==> src/rtl/l2en_pkg.sv <==
package l2en_pkg;

  localparam int unsigned MNT_NUM       = 3;
  localparam int unsigned MNT_L1D_FLUSH = 0;
  localparam int unsigned MNT_L1I_INV   = 1;
  localparam int unsigned MNT_L2_INV    = 2;

  localparam logic SEL_FEAT = 1'b0;
  localparam logic SEL_CTL  = 1'b1;

  typedef enum logic [4:0] {
    S_BOOT,
    S_RD_PF,
    S_WR_PF,
    S_RD_EN,
    S_RD_CTL_D,
    S_FLUSH_D,
    S_WR_D_OFF,
    S_RD_CTL_I,
    S_WR_I_OFF,
    S_INV_I,
    S_INV_L2,
    S_WR_EN,
    S_RD_CTL_RI,
    S_WR_I_ON,
    S_RD_CTL_RD,
    S_WR_D_ON,
    S_DONE
  } seq_state_e;

endpackage

==> src/rtl/l2en_hs_chan.sv <==
module l2en_hs_chan (
  input  logic clk,
  input  logic rst,
  input  logic issue,
  input  logic ack,
  output logic req,
  output logic fin
);

  always_ff @(posedge clk) begin
    if (rst) begin
      req <= 1'b0;
    end else if (issue) begin
      req <= 1'b1;
    end else if (ack) begin
      req <= 1'b0;
    end
  end

  assign fin = req & ack;

endmodule

==> src/rtl/l2en_regport.sv <==
module l2en_regport #(
  parameter int unsigned DW = 32
) (
  input  logic          clk,
  input  logic          rst,
  input  logic          issue,
  input  logic          issue_we,
  input  logic          issue_sel,
  input  logic [DW-1:0] issue_wdata,
  output logic          reg_req,
  output logic          reg_we,
  output logic          reg_sel,
  output logic [DW-1:0] reg_wdata,
  input  logic          reg_ack,
  output logic          fin
);

  l2en_hs_chan u_hs (
    .clk   (clk),
    .rst   (rst),
    .issue (issue),
    .ack   (reg_ack),
    .req   (reg_req),
    .fin   (fin)
  );

  always_ff @(posedge clk) begin
    if (rst) begin
      reg_we    <= 1'b0;
      reg_sel   <= 1'b0;
      reg_wdata <= '0;
    end else if (issue) begin
      reg_we    <= issue_we;
      reg_sel   <= issue_sel;
      reg_wdata <= issue_wdata;
    end
  end

endmodule

==> src/rtl/l2en_seq.sv <==
module l2en_seq
  import l2en_pkg::*;
#(
  parameter int unsigned DW     = 32,
  parameter int unsigned PF_BIT = 24,
  parameter int unsigned EN_BIT = 22,
  parameter int unsigned DC_BIT = 2,
  parameter int unsigned IC_BIT = 12
) (
  input  logic               clk,
  input  logic               rst,
  input  logic               fin,
  input  logic [DW-1:0]      rdata,
  output logic               r_iss,
  output logic               r_we,
  output logic               r_sel,
  output logic [DW-1:0]      r_wd,
  output logic [MNT_NUM-1:0] m_iss,
  output logic               done_q
);

  localparam logic [DW-1:0] ONE  = {{(DW-1){1'b0}}, 1'b1};
  localparam logic [DW-1:0] PF_M = ONE << PF_BIT;
  localparam logic [DW-1:0] EN_M = ONE << EN_BIT;
  localparam logic [DW-1:0] DC_M = ONE << DC_BIT;
  localparam logic [DW-1:0] IC_M = ONE << IC_BIT;

  seq_state_e st, nxt;
  logic [DW-1:0] feat_q;
  logic [DW-1:0] ctl_q;
  logic          d_was;
  logic          i_was;

  always_comb begin
    nxt   = st;
    r_iss = 1'b0;
    r_we  = 1'b0;
    r_sel = SEL_FEAT;
    r_wd  = '0;
    m_iss = '0;
    case (st)
      S_BOOT: begin
        r_iss = 1'b1;
        nxt   = S_RD_PF;
      end
      S_RD_PF: if (fin) begin
        r_iss = 1'b1;
        if ((rdata & PF_M) == '0) begin
          r_we = 1'b1;
          r_wd = rdata | PF_M;
          nxt  = S_WR_PF;
        end else begin
          nxt = S_RD_EN;
        end
      end
      S_WR_PF: if (fin) begin
        r_iss = 1'b1;
        nxt   = S_RD_EN;
      end
      S_RD_EN: if (fin) begin
        if ((rdata & EN_M) != '0) begin
          nxt = S_DONE;
        end else begin
          r_iss = 1'b1;
          r_sel = SEL_CTL;
          nxt   = S_RD_CTL_D;
        end
      end
      S_RD_CTL_D: if (fin) begin
        if ((rdata & DC_M) != '0) begin
          m_iss[MNT_L1D_FLUSH] = 1'b1;
          nxt = S_FLUSH_D;
        end else begin
          r_iss = 1'b1;
          r_sel = SEL_CTL;
          nxt   = S_RD_CTL_I;
        end
      end
      S_FLUSH_D: if (fin) begin
        r_iss = 1'b1;
        r_we  = 1'b1;
        r_sel = SEL_CTL;
        r_wd  = ctl_q & ~DC_M;
        nxt   = S_WR_D_OFF;
      end
      S_WR_D_OFF: if (fin) begin
        r_iss = 1'b1;
        r_sel = SEL_CTL;
        nxt   = S_RD_CTL_I;
      end
      S_RD_CTL_I: if (fin) begin
        if ((rdata & IC_M) != '0) begin
          r_iss = 1'b1;
          r_we  = 1'b1;
          r_sel = SEL_CTL;
          r_wd  = rdata & ~IC_M;
          nxt   = S_WR_I_OFF;
        end else begin
          m_iss[MNT_L2_INV] = 1'b1;
          nxt = S_INV_L2;
        end
      end
      S_WR_I_OFF: if (fin) begin
        m_iss[MNT_L1I_INV] = 1'b1;
        nxt = S_INV_I;
      end
      S_INV_I: if (fin) begin
        m_iss[MNT_L2_INV] = 1'b1;
        nxt = S_INV_L2;
      end
      S_INV_L2: if (fin) begin
        r_iss = 1'b1;
        r_we  = 1'b1;
        r_wd  = feat_q | EN_M;
        nxt   = S_WR_EN;
      end
      S_WR_EN: if (fin) begin
        if (i_was) begin
          r_iss = 1'b1;
          r_sel = SEL_CTL;
          nxt   = S_RD_CTL_RI;
        end else if (d_was) begin
          r_iss = 1'b1;
          r_sel = SEL_CTL;
          nxt   = S_RD_CTL_RD;
        end else begin
          nxt = S_DONE;
        end
      end
      S_RD_CTL_RI: if (fin) begin
        r_iss = 1'b1;
        r_we  = 1'b1;
        r_sel = SEL_CTL;
        r_wd  = rdata | IC_M;
        nxt   = S_WR_I_ON;
      end
      S_WR_I_ON: if (fin) begin
        if (d_was) begin
          r_iss = 1'b1;
          r_sel = SEL_CTL;
          nxt   = S_RD_CTL_RD;
        end else begin
          nxt = S_DONE;
        end
      end
      S_RD_CTL_RD: if (fin) begin
        r_iss = 1'b1;
        r_we  = 1'b1;
        r_sel = SEL_CTL;
        r_wd  = rdata | DC_M;
        nxt   = S_WR_D_ON;
      end
      S_WR_D_ON: if (fin) begin
        nxt = S_DONE;
      end
      S_DONE: nxt = S_DONE;
      default: nxt = S_DONE;
    endcase
  end

  always_ff @(posedge clk) begin
    if (rst) begin
      st     <= S_BOOT;
      feat_q <= '0;
      ctl_q  <= '0;
      d_was  <= 1'b0;
      i_was  <= 1'b0;
      done_q <= 1'b0;
    end else begin
      st     <= nxt;
      done_q <= (nxt == S_DONE);
      if (st == S_RD_EN && fin) begin
        feat_q <= rdata;
      end
      if (st == S_RD_CTL_D && fin) begin
        ctl_q <= rdata;
        d_was <= (rdata & DC_M) != '0;
      end
      if (st == S_RD_CTL_I && fin) begin
        i_was <= (rdata & IC_M) != '0;
      end
    end
  end

endmodule

==> src/rtl/l2_enable_seq.sv <==
module l2_enable_seq
  import l2en_pkg::*;
#(
  parameter int unsigned DW     = 32,
  parameter int unsigned PF_BIT = 24,
  parameter int unsigned EN_BIT = 22,
  parameter int unsigned DC_BIT = 2,
  parameter int unsigned IC_BIT = 12
) (
  input  logic               clk,
  input  logic               rst,
  output logic               reg_req,
  output logic               reg_we,
  output logic               reg_sel,
  output logic [DW-1:0]      reg_wdata,
  input  logic [DW-1:0]      reg_rdata,
  input  logic               reg_ack,
  output logic [MNT_NUM-1:0] mnt_req,
  input  logic [MNT_NUM-1:0] mnt_ack,
  output logic               done
);

  logic               r_iss;
  logic               r_we;
  logic               r_sel;
  logic [DW-1:0]      r_wd;
  logic [MNT_NUM-1:0] m_iss;
  logic               reg_fin;
  logic [MNT_NUM-1:0] mnt_fin;
  logic               any_fin;

  l2en_seq #(
    .DW     (DW),
    .PF_BIT (PF_BIT),
    .EN_BIT (EN_BIT),
    .DC_BIT (DC_BIT),
    .IC_BIT (IC_BIT)
  ) u_seq (
    .clk    (clk),
    .rst    (rst),
    .fin    (any_fin),
    .rdata  (reg_rdata),
    .r_iss  (r_iss),
    .r_we   (r_we),
    .r_sel  (r_sel),
    .r_wd   (r_wd),
    .m_iss  (m_iss),
    .done_q (done)
  );

  l2en_regport #(.DW(DW)) u_reg (
    .clk         (clk),
    .rst         (rst),
    .issue       (r_iss),
    .issue_we    (r_we),
    .issue_sel   (r_sel),
    .issue_wdata (r_wd),
    .reg_req     (reg_req),
    .reg_we      (reg_we),
    .reg_sel     (reg_sel),
    .reg_wdata   (reg_wdata),
    .reg_ack     (reg_ack),
    .fin         (reg_fin)
  );

  for (genvar k = 0; k < MNT_NUM; k++) begin : g_mnt
    l2en_hs_chan u_chan (
      .clk   (clk),
      .rst   (rst),
      .issue (m_iss[k]),
      .ack   (mnt_ack[k]),
      .req   (mnt_req[k]),
      .fin   (mnt_fin[k])
    );
  end

  assign any_fin = reg_fin | (|mnt_fin);

endmodule

==> config.mk <==
export PLATFORM = sky130hd
export DESIGN_NAME = l2_enable_seq
export DESIGN_NICKNAME = d
export VERILOG_FILES = /design/src/rtl/l2en_pkg.sv /design/src/rtl/l2en_hs_chan.sv /design/src/rtl/l2en_regport.sv /design/src/rtl/l2en_seq.sv /design/src/rtl/l2_enable_seq.sv
export SDC_FILE = /design/constraint.sdc
export NUM_CORES = 1
export LEC_CHECK = 0
export BUFFER_PORTS_ARGS = -buffer_cell sky130_fd_sc_hd__buf_2
export CAP_MARGIN = 10
export CORE_MARGIN = 2
export CORE_UTILIZATION = 28
export CTS_CLUSTER_DIAMETER = 80
export DETAILED_ROUTE_END_ITERATION = 8
export HOLD_SLACK_MARGIN = 0.05
export PLACE_DENSITY = 0.53
export SETUP_SLACK_MARGIN = 0.1
export SYNTH_ARGS = -nofsm -noshare
export SYNTH_HDL_FRONTEND = slang
export SYNTH_SLANG_ARGS = --single-unit
==> constraint.sdc <==
create_clock -name clk -period 2.7 [get_ports clk]
set_input_delay 0.405 -clock clk [delete_from_list [all_inputs] [get_ports clk]]
set_output_delay 0.405 -clock clk [all_outputs]
set_load 0.02 [all_outputs]
==> impl_metrics.tcl <==
set metrics [dict create \
    status "complete, no violations" \
    clk_pin_slew_worst_paths_ps 80 \
    ctsHtreeMaxLevel 3 \
    max_freq_mhz 417 \
    worst_endpoint_required_time_ps 2970 \
    layout_commonest_cell "nand2_1" \
    io_buffer_count 76 \
    post-cts-setup-buffers 0 \
    final_min_period_over_clock_period_pct 88.7 \
    postCtsHoldBufs 0 \
    timing.max_cap.violations 0 \
    power_leakage_nw 2.02 \
    layout-drive-gt1-share_pct 25.0 \
    hpwlAfterDp_microns 9860 \
    yosysWarnings 0 \
    critPathCaptureType "flop" \
    critical_path.slowest_cell "dfxtp_1" \
    crit_path_start_kind "flop" \
    wirelength_met1_microns 7260 \
    fin_hold_ws_ps 314 \
    worst_r2r_endpoint "u_reg.reg_wdata[24]" \
    numCtsBuffers 9 \
    hold_sp "reg_rdata[26]" \
    peakVddDrop_v 0.000308 \
    floorplan.die_area_sq_mm 0.0187 \
    drt-pass1-iter-count 7 \
    gates_resized_cts_repair 0 \
    setup-tns-final_ps 0 \
    synthesis.nets 613 \
    tightest_slew_margin_relative_to_the_limit_pct 47.6 \
    dominantRegCellSynth "dfxtp_1" \
    fillers 1760 \
    finish.utilization_pct 34.0 \
    detailedPlace.worstSlack_ps 369 \
    global_route.overflow_total 0 \
    timing.reg2reg.setup_slack_ps 300 \
    postSynthAreaPerCell_sq_um 8.57 \
    wl_microns 15400 \
    row_count 48 \
    max-clock-path-buffers 2 \
    critical_path_peak_fanout 18 \
    share_of_flip_flops_with_an_asynchronous_set_or_reset_pct 0 \
    met3_length_microns 911 \
    p_per_area_mw_per_mm2 586 \
    finalHoldViolations 0 \
    timing_max_transition_violations_final 0 \
    numClockSinks 108 \
    antenna_left 0 \
    vias 4617 \
    final.min_clock_period_ps 2400 \
    min_delay_endpoint "u_seq.feat_q[26]" \
    yosys_register_bits 108 \
    route.top_layer_used "met4" \
    io_pins 77 \
    fin_skew_ps 9.63 \
    yosysSeqAreaShare_pct 43.9 \
    cp_slowest_stage_delay_ps 660 \
    avgViaCountPerCell 5.38 \
    synth-edff-count 0 \
    cts_tree "done" \
    place.gp.congestion 0.914 \
    clk_latency_ps 350 \
    detail_route.drc_violations 0 \
    grt_start_max_net_pins 48 \
    cts_root_buf "clkbuf_16" \
    avgRoutedWirePerCell_microns 17.9 \
    detailedRoute.firstIterationViolations 469 \
    ys_types 53 \
    critical_path_cell_by_cell "nor2b_1 > nand2_1 > nor3_4 > buf_12 > a222oi_1 > a211oi_2" \
    met2_routed_wirelength_microns 7030 \
    post-layout-total-power_mw 3.43 \
    worst_slew_pin_slew_ps 783 \
    timing_worst_setup_path_type "reg2reg" \
    commonest_cells_after_routing_fill_and_taps_aside "nand2_1, dfxtp_1, a21oi_1, buf_2, nor3_1" \
    critPathBufInv 1 \
    post_synth_inst_count 575 \
    initial_core_utilization_pct 28.6 \
    worst_reg_to_reg_path_cell_count 6 \
    timing.hold.worst_path_depth 3 \
    final_nets 666 \
    grt_pass1_wl_microns 24200 \
    final-setup-viol-count 0 \
    vias_in_the_first_global_route 4382 \
    die_w_microns 137 \
    synthesis.area_sq_mm 0.00493 \
    worst_case_setup_margin_in_the_final_layout_ps 304 \
    setup_repair_after_global_routing_missed_its_margin "false" \
    insertedDiodeCount 0 \
    hold_path_class "in2reg" \
    fp.dieH_microns 137 \
    grt_antenna_before_repair 0 \
    global_route.usage.total_pct 16.8 \
    syn2layout_area_growth_pct 19.0 \
    worst_path_dominant_cell_family "simple AND/OR/NAND/NOR gates" \
    floorplan.core_area_sq_mm 0.0172 \
    cp_data_arrival_time_ps 2670 \
    critical_path.reg2reg.startpoint "u_seq.st[0]" \
]
-- cell type report --
class                      instances  area (sq um)  area share (%)
timing repair buffer             102           653            11.1
multi-input combinational        401          2460            42.0
clock inverter                     6          38.8           0.662
tap                              225           282            4.80
sequential                       108          2160            36.9
clock buffer                      10           239            4.08
inverter                           6          22.5           0.384
-- synthesized netlist by cell type, types with 3 or more instances --
| master | n | share of area (%) |
|---|---|---|
| clkbuf_1 | 32 | 2.4 |
| nor3b_1 | 3 | 0.46 |
| nor2_1 | 13 | 0.99 |
| inv_1 | 6 | 0.46 |
| nor2b_1 | 10 | 1.3 |
| nand3b_1 | 3 | 0.46 |
| a32oi_1 | 3 | 0.53 |
| a211oi_2 | 30 | 7.6 |
| buf_8 | 3 | 0.91 |
| nand2_1 | 132 | 10 |
| buf_2 | 13 | 1.3 |
| a31oi_1 | 3 | 0.38 |
| a21o_1 | 3 | 0.46 |
| nor3_1 | 38 | 3.9 |
| buf_4 | 8 | 1.2 |
| nor4_1 | 3 | 0.38 |
| o21ai_1 | 3 | 0.30 |
| nand3_1 | 3 | 0.30 |
| a21oi_1 | 76 | 7.7 |
| nand2b_1 | 5 | 0.63 |
| a211oi_1 | 3 | 0.46 |
| a222oi_1 | 30 | 6.1 |
| o21ai_0 | 7 | 0.71 |
| dfxtp_1 | 108 | 44 |
-- through the flow --
step	area (sq um)	cells
2_1_floorplan	4930	575
3_3_place_gp	5580	842
3_5_place_dp	5580	842
4_1_cts	5860	858
5_1_grt	5860	858
6_report	5860	858
-- tightest hold or removal path, stage by stage --
cell and delay [ps]:
buf_2 110, nand2_1 50, a21oi_1 50
-- sequential cells by signal, summed over array words and instances, names as in the netlist --
signal,cells
g_mnt.u_chan.req,3
u_seq.done_q,1
u_seq.feat_q,31
u_reg.reg_sel,1
u_reg.reg_we,1
u_seq.ctl_q,32
u_seq.i_was,1
u_reg.reg_wdata,32
u_reg.u_hs.req,1
u_seq.st,5
-- power by group --
part           internal, mW  leakage, nW  switching, mW
sequential             1.65        0.876         0.0411
clock                 0.652        0.140          0.609
combinational         0.176         1.00          0.310
total                  2.47         2.02          0.960
-- how the worst max path moves through the flow --
stage	startpoint	endpoint	cells after the start
after floorplan	u_seq.st[4]	u_reg.reg_wdata[10]	8
after global placement	u_seq.st[3]	u_reg.reg_wdata[24]	7
after detailed placement	u_seq.st[0]	u_reg.reg_wdata[24]	6
after CTS	u_seq.st[0]	u_reg.reg_wdata[24]	6
after global routing	u_seq.st[0]	u_reg.reg_wdata[24]	6
final	u_seq.st[0]	u_reg.reg_wdata[24]	6
-- metal layers --
metal / vias up / global-route usage (%)
met5: - / 0
met4: 0 / 5.09
met3: 16 / 3.48
met2: 159 / 26.2
met1: 2247 / 23.1
li1: 2195 / -
-- logic make-up (layout without fill, tap and decap cells) --
kind of cell	after synthesis	count (layout)	synth area share [%]
simple gates	224	224	21.0
compound gates	176	176	28.0
flops	108	108	43.9
buf+inv	66	124	6.96
mux	1	1	0.203
(Power assumes the default switching activity.)
